===== src/rtl/fbg_pkg.sv =====
package fbg_pkg;

  // Oversampling select codes.
  typedef enum logic [1:0] {
    OSR_X16     = 2'b00,
    OSR_X8      = 2'b01,
    OSR_X4      = 2'b10,
    OSR_X16_ALT = 2'b11
  } osr_sel_e;

  localparam int unsigned OSR_MAX   = 16;
  localparam int unsigned OSR_CNT_W = $clog2(OSR_MAX);

  // Index of the last sample tick in a bit, i.e. ratio - 1.
  function automatic logic [OSR_CNT_W-1:0] osr_last(input logic [1:0] sel);
    logic [OSR_CNT_W-1:0] r;
    case (sel)
      OSR_X8:  r = OSR_CNT_W'(7);
      OSR_X4:  r = OSR_CNT_W'(3);
      default: r = OSR_CNT_W'(OSR_MAX - 1);
    endcase
    return r;
  endfunction

endpackage


===== src/rtl/fbg_cfg_stage.sv =====
module fbg_cfg_stage #(
  parameter int unsigned BYTE_W = 8,
  parameter int unsigned FRAC_W = 4,
  localparam int unsigned DIV_W = 2 * BYTE_W
) (
  input  logic              clk,
  input  logic              rst_n,
  input  logic              load_i,
  input  logic [BYTE_W-1:0] hi_i,
  input  logic [BYTE_W-1:0] lo_i,
  input  logic [FRAC_W-1:0] frac_i,
  input  logic [1:0]        sel_i,
  input  logic              boundary_i,
  output logic              apply_o,
  output logic [DIV_W-1:0]  nxt_div_o,
  output logic [FRAC_W-1:0] nxt_frac_o,
  output logic [1:0]        nxt_sel_o,
  output logic [DIV_W-1:0]  act_div_o,
  output logic [FRAC_W-1:0] act_frac_o,
  output logic [1:0]        act_sel_o
);

  logic              pend_q;
  logic [DIV_W-1:0]  stg_div_q, act_div_q;
  logic [FRAC_W-1:0] stg_frac_q, act_frac_q;
  logic [1:0]        stg_sel_q, act_sel_q;
  logic              running;
  logic              want;

  assign running = (act_div_q != '0);
  assign want    = load_i | pend_q;
  // A new setting lands at a period end, or at once when idle.
  assign apply_o = want & (boundary_i | ~running);

  assign nxt_div_o  = load_i ? {hi_i, lo_i} : stg_div_q;
  assign nxt_frac_o = load_i ? frac_i       : stg_frac_q;
  assign nxt_sel_o  = load_i ? sel_i        : stg_sel_q;

  assign act_div_o  = act_div_q;
  assign act_frac_o = act_frac_q;
  assign act_sel_o  = act_sel_q;

  always_ff @(posedge clk or negedge rst_n) begin
    if (!rst_n) begin
      pend_q     <= 1'b0;
      stg_div_q  <= '0;
      stg_frac_q <= '0;
      stg_sel_q  <= '0;
      act_div_q  <= '0;
      act_frac_q <= '0;
      act_sel_q  <= '0;
    end else begin
      if (load_i) begin
        stg_div_q  <= {hi_i, lo_i};
        stg_frac_q <= frac_i;
        stg_sel_q  <= sel_i;
      end
      pend_q <= want & ~apply_o;
      if (apply_o) begin
        act_div_q  <= nxt_div_o;
        act_frac_q <= nxt_frac_o;
        act_sel_q  <= nxt_sel_o;
      end
    end
  end

  // the live setting changes only through an apply event
  a_r2_hold: assert property (@(posedge clk) disable iff (!rst_n)
    !apply_o |=> ($stable(act_div_q) && $stable(act_frac_q) && $stable(act_sel_q)));

  // a deferred setting stays pending until it is applied
  a_r8_pend_holds: assert property (@(posedge clk) disable iff (!rst_n)
    (pend_q && !apply_o) |=> pend_q);

  // applying consumes the pending setting
  a_r8_apply_clears: assert property (@(posedge clk) disable iff (!rst_n)
    apply_o |=> !pend_q);

endmodule


===== src/rtl/fbg_tick_core.sv =====
module fbg_tick_core #(
  parameter int unsigned DIV_W  = 16,
  parameter int unsigned FRAC_W = 4
) (
  input  logic              clk,
  input  logic              rst_n,
  input  logic [DIV_W-1:0]  act_div_i,
  input  logic [FRAC_W-1:0] act_frac_i,
  input  logic              apply_i,
  input  logic [DIV_W-1:0]  nxt_div_i,
  input  logic [FRAC_W-1:0] nxt_frac_i,
  output logic              tick_o
);

  // Phase accumulator step: MSB of the result is the stretch flag.
  function automatic logic [FRAC_W:0] dither_step(
    input logic [FRAC_W-1:0] phase,
    input logic [FRAC_W-1:0] step
  );
    return {1'b0, phase} + {1'b0, step};
  endfunction

  // Down-counter preset for a period of d (+1 when stretched) cycles.
  function automatic logic [DIV_W-1:0] period_preset(
    input logic [DIV_W-1:0] d,
    input logic             stretch
  );
    return d - DIV_W'(1) + DIV_W'(stretch);
  endfunction

  logic [DIV_W-1:0]  cnt_q;
  logic [FRAC_W-1:0] acc_q;
  logic [FRAC_W:0]   step_now;
  logic              running;

  assign running  = (act_div_i != '0);
  assign tick_o   = running && (cnt_q == '0);
  assign step_now = apply_i ? dither_step('0, nxt_frac_i)
                            : dither_step(acc_q, act_frac_i);

  always_ff @(posedge clk or negedge rst_n) begin
    if (!rst_n) begin
      cnt_q <= '0;
      acc_q <= '0;
    end else if (apply_i) begin
      acc_q <= step_now[FRAC_W-1:0];
      cnt_q <= period_preset(nxt_div_i, step_now[FRAC_W]);
    end else if (tick_o) begin
      acc_q <= step_now[FRAC_W-1:0];
      cnt_q <= period_preset(act_div_i, step_now[FRAC_W]);
    end else if (running) begin
      cnt_q <= cnt_q - DIV_W'(1);
    end
  end

  // each new period is D or D+1 cycles long
  a_r3_preset_range: assert property (@(posedge clk) disable iff (!rst_n)
    (tick_o && !apply_i) |=>
      ((cnt_q == $past(act_div_i)) || (cnt_q == $past(act_div_i) - DIV_W'(1))));

  // phase restarts from zero on a new setting
  a_r3_restart_phase: assert property (@(posedge clk) disable iff (!rst_n)
    apply_i |=> (acc_q == $past(nxt_frac_i)));

  // the first period of a new setting is never stretched
  a_r3_first_plain: assert property (@(posedge clk) disable iff (!rst_n)
    (apply_i && (nxt_div_i != '0)) |=> (cnt_q == $past(nxt_div_i) - DIV_W'(1)));

  // an idle counter does not move
  a_r7_idle_frozen: assert property (@(posedge clk) disable iff (!rst_n)
    (!running && !apply_i) |=> $stable(cnt_q));

endmodule


===== src/rtl/fbg_bit_div.sv =====
module fbg_bit_div
  import fbg_pkg::*;
(
  input  logic       clk,
  input  logic       rst_n,
  input  logic       sample_i,
  input  logic       apply_i,
  input  logic [1:0] sel_i,
  output logic       bit_o
);

  logic [OSR_CNT_W-1:0] sc_q;
  logic                 at_last;

  assign at_last = (sc_q == osr_last(sel_i));
  assign bit_o   = sample_i && at_last;

  always_ff @(posedge clk or negedge rst_n) begin
    if (!rst_n) begin
      sc_q <= '0;
    end else if (apply_i) begin
      sc_q <= '0;
    end else if (sample_i) begin
      sc_q <= at_last ? '0 : sc_q + OSR_CNT_W'(1);
    end
  end

  // a bit strobe always coincides with a sample strobe
  a_r6_bit_on_sample: assert property (@(posedge clk) disable iff (!rst_n)
    bit_o |-> sample_i);

  // the sample count never passes the selected ratio
  a_r6_phase_range: assert property (@(posedge clk) disable iff (!rst_n)
    sc_q <= osr_last(sel_i));

  // the count restarts whenever a setting is applied
  a_r10_restart: assert property (@(posedge clk) disable iff (!rst_n)
    apply_i |=> (sc_q == '0));

endmodule


===== src/rtl/frac_baud_gen.sv =====
module frac_baud_gen #(
  parameter int unsigned BYTE_W = 8,
  parameter int unsigned FRAC_W = 4
) (
  input  logic              clk,
  input  logic              rst_n,
  input  logic              cfg_load,
  input  logic [BYTE_W-1:0] div_hi,
  input  logic [BYTE_W-1:0] div_lo,
  input  logic [FRAC_W-1:0] frac_in,
  input  logic [1:0]        osr_sel,
  output logic              sample_tick,
  output logic              bit_tick
);

  localparam int unsigned DIV_W = 2 * BYTE_W;

  logic              apply;
  logic [DIV_W-1:0]  nxt_div, act_div;
  logic [FRAC_W-1:0] nxt_frac, act_frac;
  logic [1:0]        nxt_sel, act_sel;

  fbg_cfg_stage #(.BYTE_W(BYTE_W), .FRAC_W(FRAC_W)) u_cfg (
    .clk        (clk),
    .rst_n      (rst_n),
    .load_i     (cfg_load),
    .hi_i       (div_hi),
    .lo_i       (div_lo),
    .frac_i     (frac_in),
    .sel_i      (osr_sel),
    .boundary_i (sample_tick),
    .apply_o    (apply),
    .nxt_div_o  (nxt_div),
    .nxt_frac_o (nxt_frac),
    .nxt_sel_o  (nxt_sel),
    .act_div_o  (act_div),
    .act_frac_o (act_frac),
    .act_sel_o  (act_sel)
  );

  fbg_tick_core #(.DIV_W(DIV_W), .FRAC_W(FRAC_W)) u_core (
    .clk        (clk),
    .rst_n      (rst_n),
    .act_div_i  (act_div),
    .act_frac_i (act_frac),
    .apply_i    (apply),
    .nxt_div_i  (nxt_div),
    .nxt_frac_i (nxt_frac),
    .tick_o     (sample_tick)
  );

  fbg_bit_div u_bit (
    .clk      (clk),
    .rst_n    (rst_n),
    .sample_i (sample_tick),
    .apply_i  (apply),
    .sel_i    (act_sel),
    .bit_o    (bit_tick)
  );

  // a zero divisor silences both strobes
  a_r7_idle_silent: assert property (@(posedge clk) disable iff (!rst_n)
    (act_div == '0) |-> (!sample_tick && !bit_tick));

endmodule


===== config.mk =====
export PLATFORM = sky130hd
export DESIGN_NAME = frac_baud_gen
export DESIGN_NICKNAME = d
export VERILOG_FILES = /design/src/rtl/fbg_pkg.sv /design/src/rtl/fbg_cfg_stage.sv /design/src/rtl/fbg_tick_core.sv /design/src/rtl/fbg_bit_div.sv /design/src/rtl/frac_baud_gen.sv
export SDC_FILE = /design/constraint.sdc
export NUM_CORES = 1
export LEC_CHECK = 0
export ABC_AREA = 1
export BUFFER_PORTS_ARGS = -buffer_cell sky130_fd_sc_hd__buf_2
export CORE_UTILIZATION = 56
export CTS_BUF_LIST = sky130_fd_sc_hd__clkbuf_16
export DETAILED_ROUTE_END_ITERATION = 10
export PLACE_DENSITY = 0.77
export SLEW_MARGIN = 20
export SYNTH_ARGS = -nofsm -noshare
export SYNTH_HDL_FRONTEND = slang
export SYNTH_SLANG_ARGS = --single-unit

===== constraint.sdc =====
create_clock -name clk -period 2.6 [get_ports clk]
set_input_delay 0.52 -clock clk [delete_from_list [all_inputs] [get_ports clk]]
set_output_delay 0.52 -clock clk [all_outputs]
set_load 0.03 [all_outputs]

==> results.sh, run 1 <==
export IMPL_fin_util_pct=69.2
export IMPL_status="finished clean"
export IMPL_clkTransAtPathRegs_ps=70
export IMPL_min_path_type="in2async"
export IMPL_synth_simple_area_share_pct=40.0
export IMPL_drt_pass1_iterations=4
export IMPL_power_mw=5.32
export IMPL_core_um2=7810
export IMPL_drv_slew=0
export IMPL_gp_congestion=0.907
export IMPL_irDropWorstVdd_uv=567
export IMPL_ys_types=42
export IMPL_layout_commonest_cell="nand2_1"
export IMPL_regArea_um2=1730
export IMPL_fin_ws_ps=9.57
export IMPL_critPathCaptureType="register"
export IMPL_die_y_um=92.5
export IMPL_vias_per_cell=5.48
export IMPL_placed_cells=782
export IMPL_yosys_warnings=0
export IMPL_path_class="reg2reg"
export IMPL_synth_area_top_cells="dfrtp_1 38%, nand2_1 22%, nor2_1 5.9%"
export IMPL_antenna_found_initial=0
export IMPL_fmax_ghz=0.386
export IMPL_synth_top_family_by_area="simple AND/OR/NAND/NOR gates"
export IMPL_drc_errors=0
export IMPL_synth_avg_cell_area_um2=7.08
export IMPL_arrival_ps=2830
export IMPL_max_slew_worst_pin_slew_ps=548
export IMPL_synth_compound_area_share_pct=6.88
export IMPL_instances_no_fill=806
export IMPL_fillers=633
export IMPL_synth_adder_area_share_pct=3.71
export IMPL_ys_seq_area_share_pct=37.7
export IMPL_setup_violations=0
export IMPL_cts_tree="built"
export IMPL_clk_latency_ps=350
export IMPL_synth_fp_nets=685
export IMPL_synth_area_um2=4580
export IMPL_num_nets_final=737
export IMPL_die_w_um=92.5
export IMPL_multi_input_comb_area_um2=2680
export IMPL_grt_ovfl_total=0
export IMPL_rows=32
export IMPL_syn2layout_area_growth_pct=17.8
export IMPL_cts_hold_buf=0
export IMPL_ys_seq_elements=69
export IMPL_ys_flop_type="dfrtp_1"
export IMPL_cts_sinks=69
export IMPL_hold_viol=0
export IMPL_layout_drive_gt1_share_pct=20.7
export IMPL_cts_buffers=9
export IMPL_cts_root_buffer="clkbuf_16"
export IMPL_cts_htree_levels=3
export IMPL_yosys_area_top_type="dfrtp_1"
export IMPL_grt_pass1_vias=4330
export IMPL_dieArea_um2=8550
export IMPL_muxShareOfSynthArea_pct=0
export IMPL_ys_async_sr_fraction_pct=100
export IMPL_hpwl_mm=8.27
export IMPL_synth_xor_area_share_pct=4.59
export IMPL_fin_skew_ps=8.15
export IMPL_final_antenna_net_count=0
export IMPL_final_period_utilization_pct=99.6
export IMPL_dp_slack_ps=-106
export IMPL_ios=27
export IMPL_timing_slew_headroom_pct=63.4
export IMPL_startpoint_type="register"
export IMPL_cap_violations=0
export IMPL_synth_edf_count=0
export IMPL_wl_per_cell_um=15.0
export IMPL_mostFrequentLayoutCells="262 x nand2_1, 69 x dfrtp_1, 68 x nor2_1"
export IMPL_io_buffers=26
export IMPL_grt_use_total_pct=30.0
export IMPL_grt_pass1_wl_mm=19.7
export IMPL_cts_max_path_buffers=2
export IMPL_vias=4415
export IMPL_drtIter0Drc=249
export IMPL_diodes=0
export IMPL_rsz0062_at_grt="true"
export IMPL_start_util_pct=58.7
export IMPL_wl_mm=12.1
export IMPL_leakage_nw=2.77
export IMPL_p_per_area_nw_per_um2=985
export IMPL_grt_max_degree=54
export IMPL_worstPathRequired_ps=2840
export IMPL_fin_crit_ps=2590
export IMPL_yosysTopAreaCellShare_pct=37.7
export IMPL_synthCells=647
export IMPL_critPathMaxFanout=5
==> Yosys cell counts, types with 2 or more instances <==
cell and n:
a21boi_0 2, a21oi_1 8, a31oi_1 6, and2_1 2
buf_2 2, buf_4 4, buf_6 7, clkbuf_1 4
dfrtp_1 69, ha_1 12, inv_1 43, inv_2 5
nand2_1 265, nand2_2 15, nand2_4 3, nand3_1 23
nand3b_1 8, nand4_1 2, nor2_1 72, nor2_2 8
nor2_4 6, nor3_1 2, o21ai_0 30, o21ai_1 7
or2_2 3, xnor2_1 11, xor2_1 13
==> final cells by class <==
class | instances | area share [%]
multi-input cells | 511 | 49.6
well taps | 102 | 2.36
repair buffers | 58 | 6.86
clock buffers | 9 | 4.17
flip-flops and latches | 69 | 32.0
clock inverters | 7 | 1.39
inverters | 50 | 3.61
==> worst paths after layout <==
path | depth (start not counted) | endpoint | slack (ps) | from
worst max-delay path | 13 | u_core.cnt_q[3]$_DFFE_PN0P_ | 10 | u_core.acc_q[0]$_DFFE_PN0P_
worst min-delay path | 1 | u_cfg.stg_div_q[11]$_DFF_PN0_ | 140 | rst_n
worst max register to register | 13 | u_core.cnt_q[3]$_DFFE_PN0P_ | 10 | u_core.acc_q[0]$_DFFE_PN0P_
worst min register to register | 2 | u_cfg.stg_sel_q[1]$_DFF_PN0_ | 470 | u_cfg.stg_sel_q[1]$_DFF_PN0_
max in group asynchronous | 2 | u_cfg.stg_div_q[14]$_DFF_PN0_ | 1720 | rst_n
min in group clk | 3 | u_cfg.stg_sel_q[1]$_DFF_PN0_ | 390 | osr_sel[1]
==> metrics by stage <==
step	instance area, µm²	hold WS (ps)	TNS [ps]
2_1_floorplan	4600	224	0
3_3_place_gp	4900	453	-57.9
3_5_place_dp	4900	461	-403
4_1_cts	5230	162	0
5_1_grt	5400	183	-551
6_report	5400	144	0
==> state kept, by name, indices dropped and copies added (netlist names) <==
| signal | flops |
|---|---|
| u_cfg.stg_sel_q | 2 |
| u_cfg.act_div_o | 16 |
| u_bit.sc_q | 4 |
| u_cfg.stg_frac_q | 4 |
| u_cfg.pend_q | 1 |
| u_cfg.act_frac_o | 4 |
| u_cfg.stg_div_q | 16 |
| u_cfg.act_sel_o | 2 |
| u_core.acc_q | 4 |
| u_core.cnt_q | 16 |
==> logic make-up after synthesis <==
| group | count (synthesis) |
|---|---|
| buf+inv | 67 |
| xor+xnor | 24 |
| simple gates | 416 |
| compound gates | 58 |
| fa+ha+maj | 13 |
| flops | 69 |
==> report_power, final <==
part,total [mW],internal [mW],switching [mW]
Sequential,1.71,1.40,0.314
Clock,1.24,0.681,0.563
Combinational,2.36,1.01,1.35
Total,5.32,3.09,2.23
==> critical path, cell delays in order (launching register included) <==
cell,delay [ps]
dfrtp_1,360
ha_2,190
inv_2,40
fa_2,360
or2_4,260
a21boi_4,170
o21ai_4,90
ha_4,180
buf_4,130
nand3_4,130
xor2_1,260
o21ai_0,120
nor2_1,130
nor2_1,50
==> routing by layer <==
layer | part of all wire (%) | vias to the layer above | track usage (%)
met5 | 0 | - | 0
met4 | 3.0 | 0 | 11.5
met3 | 5.2 | 33 | 5.83
met2 | 51 | 132 | 53.1
met1 | 41 | 2120 | 35.8
li1 | - | 2130 | -
==> repair_timing <==
action                                  CTS  global route
cloned                                    0             0
pin swaps                                 3            15
resized for setup                         7            25
hold endpoints to repair                  0             0
endpoints found under the setup margin   11            15
setup buffers                             2             6
No activity file was read; power rests on OpenSTA's default activity.
==> run 2, diff against run 1 <==
--- a/config.mk
+++ b/config.mk
@@ -7,10 +7,12 @@
 export LEC_CHECK = 0
 export ABC_AREA = 1
 export BUFFER_PORTS_ARGS = -buffer_cell sky130_fd_sc_hd__buf_2
+export CORE_MARGIN = 5
 export CORE_UTILIZATION = 56
 export CTS_BUF_LIST = sky130_fd_sc_hd__clkbuf_16
 export DETAILED_ROUTE_END_ITERATION = 10
 export PLACE_DENSITY = 0.77
+export SETUP_SLACK_MARGIN = 0.1
 export SLEW_MARGIN = 20
 export SYNTH_ARGS = -nofsm -noshare
 export SYNTH_HDL_FRONTEND = slang
==> results.sh, run 2 (synthesis gave the netlist of run 1 again) <==
export IMPL_status="finished clean"
export IMPL_fin_util_pct=67.0
export IMPL_startpoint_type="register"
export IMPL_rows=33
export IMPL_drtIter0Drc=370
export IMPL_cts_tree="built"
export IMPL_dp_slack_ps=-69.2
export IMPL_timing_slew_headroom_pct=65.1
export IMPL_r2r_end="u_core.cnt_q[14]$_DFFE_PN0P_"
export IMPL_critPathMaxFanout=3
export IMPL_r2r_start="u_core.acc_q[0]$_DFFE_PN0P_"
export IMPL_wl_per_cell_um=14.7
export IMPL_vias_per_cell=5.36
export IMPL_ios=27
export IMPL_vias=4324
export IMPL_core_um2=8090
export IMPL_p_sw_share_pct=40.6
export IMPL_p_int_mw=3.11
export IMPL_clk_latency_ps=330
export IMPL_switchingPower_mw=2.13
export IMPL_reg2reg_depth=17
export IMPL_p_per_area_nw_per_um2=967
export IMPL_drt_pass1_iterations=5
export IMPL_cts_sinks=69
export IMPL_arrival_ps=2790
export IMPL_grt_pass1_wl_mm=19.6
export IMPL_final_period_utilization_pct=98.9
export IMPL_leakage_nw=2.74
export IMPL_path_class="reg2reg"
export IMPL_diodes=0
export IMPL_clkTransAtPathRegs_ps=60
export IMPL_hpwl_mm=8.41
export IMPL_cts_htree_levels=3
export IMPL_fin_crit_ps=2570
export IMPL_cts_max_path_buffers=2
export IMPL_fin_ws_ps=27.3
export IMPL_cts_root_buffer="clkbuf_16"
export IMPL_grt_use_total_pct=24.6
export IMPL_power_frac_seq_pct=33.3
export IMPL_final_antenna_net_count=0
export IMPL_irDropWorstVdd_uv=612
export IMPL_setup_violations=0
export IMPL_syn2layout_area_growth_pct=18.3
export IMPL_layout_commonest_cell="nand2_1"
export IMPL_fillers=706
export IMPL_crit_end="u_core.cnt_q[14]$_DFFE_PN0P_"
export IMPL_drv_slew=0
export IMPL_fin_skew_ps=8.81
export IMPL_die_y_um=100
export IMPL_critPathCaptureType="register"
export IMPL_worstPathRequired_ps=2820
export IMPL_grt_max_degree=54
export IMPL_hold_viol=0
export IMPL_gp_congestion=0.889
export IMPL_drc_errors=0
export IMPL_ff2ff_setup_slack_ps=30
export IMPL_max_slew_worst_pin_slew_ps=524
export IMPL_wl_mm=11.9
export IMPL_antenna_found_initial=0
export IMPL_power_frac_comb_pct=43.2
export IMPL_rsz0062_at_grt="true"
export IMPL_fmax_ghz=0.389
export IMPL_io_buffers=26
export IMPL_cap_violations=0
export IMPL_start_util_pct=56.6
export IMPL_num_nets_final=735
export IMPL_grt_pass1_vias=4172
export IMPL_grt_ovfl_total=0
export IMPL_dieArea_um2=10100
export IMPL_power_mw=5.25
export IMPL_min_path_type="in2async"
export IMPL_clkPwrFrac_pct=23.5
export IMPL_die_w_um=100
export IMPL_critPathLaunch="u_core.acc_q[0]$_DFFE_PN0P_"
export IMPL_layout_drive_gt1_share_pct=21.4
export IMPL_mostFrequentLayoutCells="261 x nand2_1, 69 x dfrtp_1, 66 x nor2_1"
export IMPL_cts_buffers=9
[run 2: cell type report]
class,instances,area (µm²),share of cell area (%)
clock buffer,9,225,4.15
clock inverter,7,72.6,1.34
inverter,50,195,3.60
multi-input combinational,511,2700,49.7
sequential,69,1730,31.8
tap,105,131,2.42
timing repair buffer,56,375,6.92
[run 2: worst min path at each step]
stage | slack (ps) | from | depth (start not counted) | end
2_1_floorplan | 220 | rst_n | 0 | u_bit.sc_q[0]$_DFFE_PN0P_
3_3_place_gp | 450 | u_cfg.stg_sel_q[1]$_DFF_PN0_ | 2 | u_cfg.stg_sel_q[1]$_DFF_PN0_
3_5_place_dp | 470 | u_cfg.stg_frac_q[3]$_DFF_PN0_ | 2 | u_cfg.stg_frac_q[3]$_DFF_PN0_
4_1_cts | 130 | rst_n | 1 | u_cfg.act_div_o[15]$_DFFE_PN0N_
5_1_grt | 150 | rst_n | 1 | u_cfg.act_div_o[15]$_DFFE_PN0N_
6_report | 120 | rst_n | 1 | u_cfg.act_div_o[15]$_DFFE_PN0N_
[run 2: repair_timing]
item | 4_1_cts | 5_1_grt
resized for setup | 11 | 30
buffers inserted | 6 | 8
pin swaps | 3 | 26
hold buffers | 0 | 0
setup endpoints to repair | 14 | 17
[run 2: per-layer routing]
metal  vias to the layer above  part of all wire (%)  global-route usage [%]
li1                       2119                     -                       -
met1                      2022                    44                    32.6
met2                       150                    48                    38.9
met3                        33                   5.7                    4.91
met4                         0                   3.2                    11.4
met5                         -                     0                       0
[run 2: stage by stage]
stage	hold slack [ps]	instances	area, µm²	setup TNS (ps)
global placement	449	777	4870	0
floorplan	224	647	4620	0
global route	151	807	5420	-730
CTS	130	799	5250	0
finish	124	807	5420	0
detailed placement	470	777	4870	-155
[run 2: critical path, stage by stage (launching register included)]
cell	delay, ps
dfrtp_1	380
ha_2	200
inv_2	60
fa_2	190
or2_4	120
a21boi_2	50
o21ai_2	240
ha_2	270
ha_4	170
nand3_2	90
nor3_2	210
nand2_1	90
nand2_1	70
nand2_1	70
nand2_1	80
nand2_1	70
nand2_1	60
nand2_1	50
[run 2: power by group through the flow]
stage	sequential (mW)	clock [mW]	combinational, mW
2_1_floorplan	1.65	0	1.49
3_3_place_gp	1.72	0	1.87
3_5_place_dp	1.73	0	1.95
4_1_cts	1.72	1.25	2.05
5_1_grt	1.78	1.30	2.55
6_report	1.75	1.23	2.26
==> run 3, diff against run 2 <==
==> constraint.sdc (replaced) <==
create_clock -name clk -period 2.3 [get_ports clk]
set_input_delay 0.46 -clock clk [delete_from_list [all_inputs] [get_ports clk]]
set_output_delay 0.46 -clock clk [all_outputs]
set_load 0.02 [all_outputs]
==> results.sh, run 3 (synthesis gave the netlist of run 1 again) <==
export IMPL_wl_per_cell_um=14.6
export IMPL_tns_ps=-1990
export IMPL_grt_ovfl_total=0
export IMPL_drt_pass1_iterations=6
export IMPL_cts_hold_buf=0
export IMPL_power_frac_seq_pct=29.0
export IMPL_grt_pass1_vias=4363
export IMPL_max_slew_worst_pin_slew_ps=453
export IMPL_drc_errors=0
export IMPL_placedInstanceArea_um2=5200
export IMPL_vias=4392
export IMPL_gp_congestion=0.903
export IMPL_clkTransAtPathRegs_ps=60
export IMPL_antenna_found_initial=0
export IMPL_status="complete, but fails checks"
export IMPL_p_int_mw=3.87
export IMPL_crit_top_cell="nand2_1"
export IMPL_worstPathRequired_ps=2570
export IMPL_final_antenna_net_count=0
export IMPL_instances_no_fill=838
export IMPL_cts_root_buffer="clkbuf_16"
export IMPL_fin_crit_ps=2480
export IMPL_cts_htree_levels=3
export IMPL_crit_chain="ha_2 -> inv_2 -> fa_2 -> or2_4 -> a21boi_2 -> o21ai_4 -> ha_4 -> ha_4 -> nand2_4 -> inv_4 -> nand2_1 -> nand2_1 -> nand2_1 -> nand2_1 -> nand2_1 -> nand2_1 -> nand2_1 -> nand2_1 -> nand2_1"
export IMPL_fillers=651
export IMPL_cts_tree="built"
export IMPL_path_class="reg2reg"
export IMPL_grt_pass1_wl_mm=20.3
export IMPL_critPathMaxFanout=4
export IMPL_syn2layout_area_growth_pct=24.9
export IMPL_reg2reg_depth=19
export IMPL_r2r_end="u_core.cnt_q[12]$_DFFE_PN0P_"
export IMPL_rsz0062_at_grt="true"
export IMPL_power_frac_comb_pct=49.2
export IMPL_cap_violations=0
export IMPL_timing_slew_headroom_pct=69.5
export IMPL_clk_latency_ps=330
export IMPL_min_path_type="in2async"
export IMPL_switchingPower_mw=2.56
export IMPL_wl_mm=12.3
export IMPL_fin_util_pct=70.7
export IMPL_hpwl_mm=8.54
export IMPL_io_buffers=26
export IMPL_layout_drive_gt1_share_pct=25.8
export IMPL_fin_ws_ps=-179
export IMPL_grt_use_total_pct=25.4
export IMPL_fin_skew_ps=7.51
export IMPL_power_mw=6.43
export IMPL_critPathCaptureType="register"
export IMPL_whs_ps=160
export IMPL_r2r_start="u_core.acc_q[0]$_DFFE_PN0P_"
export IMPL_worst_path_max_delay_cell="dfrtp_1"
export IMPL_hold_viol=0
export IMPL_p_sw_share_pct=39.8
export IMPL_start_util_pct=56.6
export IMPL_design_area_um2=5720
export IMPL_leakage_nw=2.92
export IMPL_grt_max_degree=70
export IMPL_arrival_ps=2750
export IMPL_placed_cells=805
export IMPL_ff2ff_setup_slack_ps=-180
export IMPL_critPathMaxStageDelay_ps=370
export IMPL_setup_violations=17
export IMPL_diodes=0
export IMPL_dieArea_um2=10100
export IMPL_core_um2=8090
export IMPL_cts_max_path_buffers=2
export IMPL_drtIter0Drc=323
export IMPL_critPathLaunch="u_core.acc_q[0]$_DFFE_PN0P_"
export IMPL_rows=33
export IMPL_die_y_um=100
export IMPL_cts_sinks=69
export IMPL_violations="negative setup slack"
export IMPL_startpoint_type="register"
export IMPL_mostFrequentLayoutCells="259 x nand2_1, 69 x dfrtp_1, 64 x nor2_1"
export IMPL_irDropWorstVdd_uv=780
export IMPL_cts_buffers=9
export IMPL_p_per_area_nw_per_um2=1120
export IMPL_fmax_ghz=0.403
export IMPL_die_w_um=100
export IMPL_dp_slack_ps=-185
export IMPL_ios=27
export IMPL_drv_slew=0
export IMPL_crit_end="u_core.cnt_q[12]$_DFFE_PN0P_"
export IMPL_final_period_utilization_pct=108
export IMPL_vias_per_cell=5.24
export IMPL_layout_commonest_cell="nand2_1"
export IMPL_num_nets_final=766
export IMPL_clkPwrFrac_pct=21.8
-- run 3: cell count changes in the layout (fill, tap and decap cells not counted), sizes merged --
cell      change
inv           +1
clkinvlp      +1
clkinv        -2
buf          +31
-- run 3: what timing repair did --
item / in CTS / in global routing
gates resized for setup: 13 / 12
endpoints found under the setup margin: 22 / 22
pin swaps: 21 / 14
buffers inserted: 3 / 14
cloned: 0 / 0
-- run 3: per-layer routing --
layer / vias to the layer above / wire length, µm / global-route usage (%)
met2: 128 / 6170 / 43.8
li1: 2184 / - / -
met1: 2054 / 5170 / 32.4
met4: 0 / 354 / 10.2
met3: 26 / 561 / 3.25
met5: - / 0 / 0
-- run 3: critical path: cells and delay by family (launching register included) --
kind / cells / cell delay (ps)
AND/OR/NAND/NOR: 11 / 840
flip-flops: 1 / 370
adder cells (fa/ha/maj): 4 / 880
buffers and inverters: 2 / 80
AO/OA/AOI/OAI: 2 / 260
-- run 3: worst min-delay path by stage --
stage	cells after the start	end	slack, ps
after detailed placement	2	u_cfg.stg_sel_q[1]$_DFF_PN0_	450
after CTS	2	u_cfg.act_div_o[15]$_DFFE_PN0N_	180
after floorplan	0	u_bit.sc_q[0]$_DFFE_PN0P_	160
final	2	u_cfg.act_div_o[15]$_DFFE_PN0N_	160
after global placement	2	u_cfg.stg_sel_q[1]$_DFF_PN0_	450
after global routing	2	u_cfg.act_div_o[15]$_DFFE_PN0N_	180
-- run 3: power groups by stage --
stage                     registers [mW]  clock network, mW  logic [mW]
after CTS                           1.84               1.42        2.94
after floorplan                     1.88                  0        1.86
after global placement              1.84                  0        2.74
final                               1.86               1.40        3.17
after detailed placement            1.86                  0        2.81
after global routing                1.90               1.48        3.53
-- run 3: area by class of cell --
| class | instances | area [µm²] | area share [%] |
|---|---|---|---|
| clock buffer | 9 | 225 | 3.93 |
| clock inverter | 7 | 75.1 | 1.31 |
| inverter | 50 | 198 | 3.45 |
| multi-input combinational | 511 | 2760 | 48.2 |
| sequential | 69 | 1730 | 30.2 |
| tap | 105 | 131 | 2.30 |
| timing repair buffer | 87 | 611 | 10.7 |
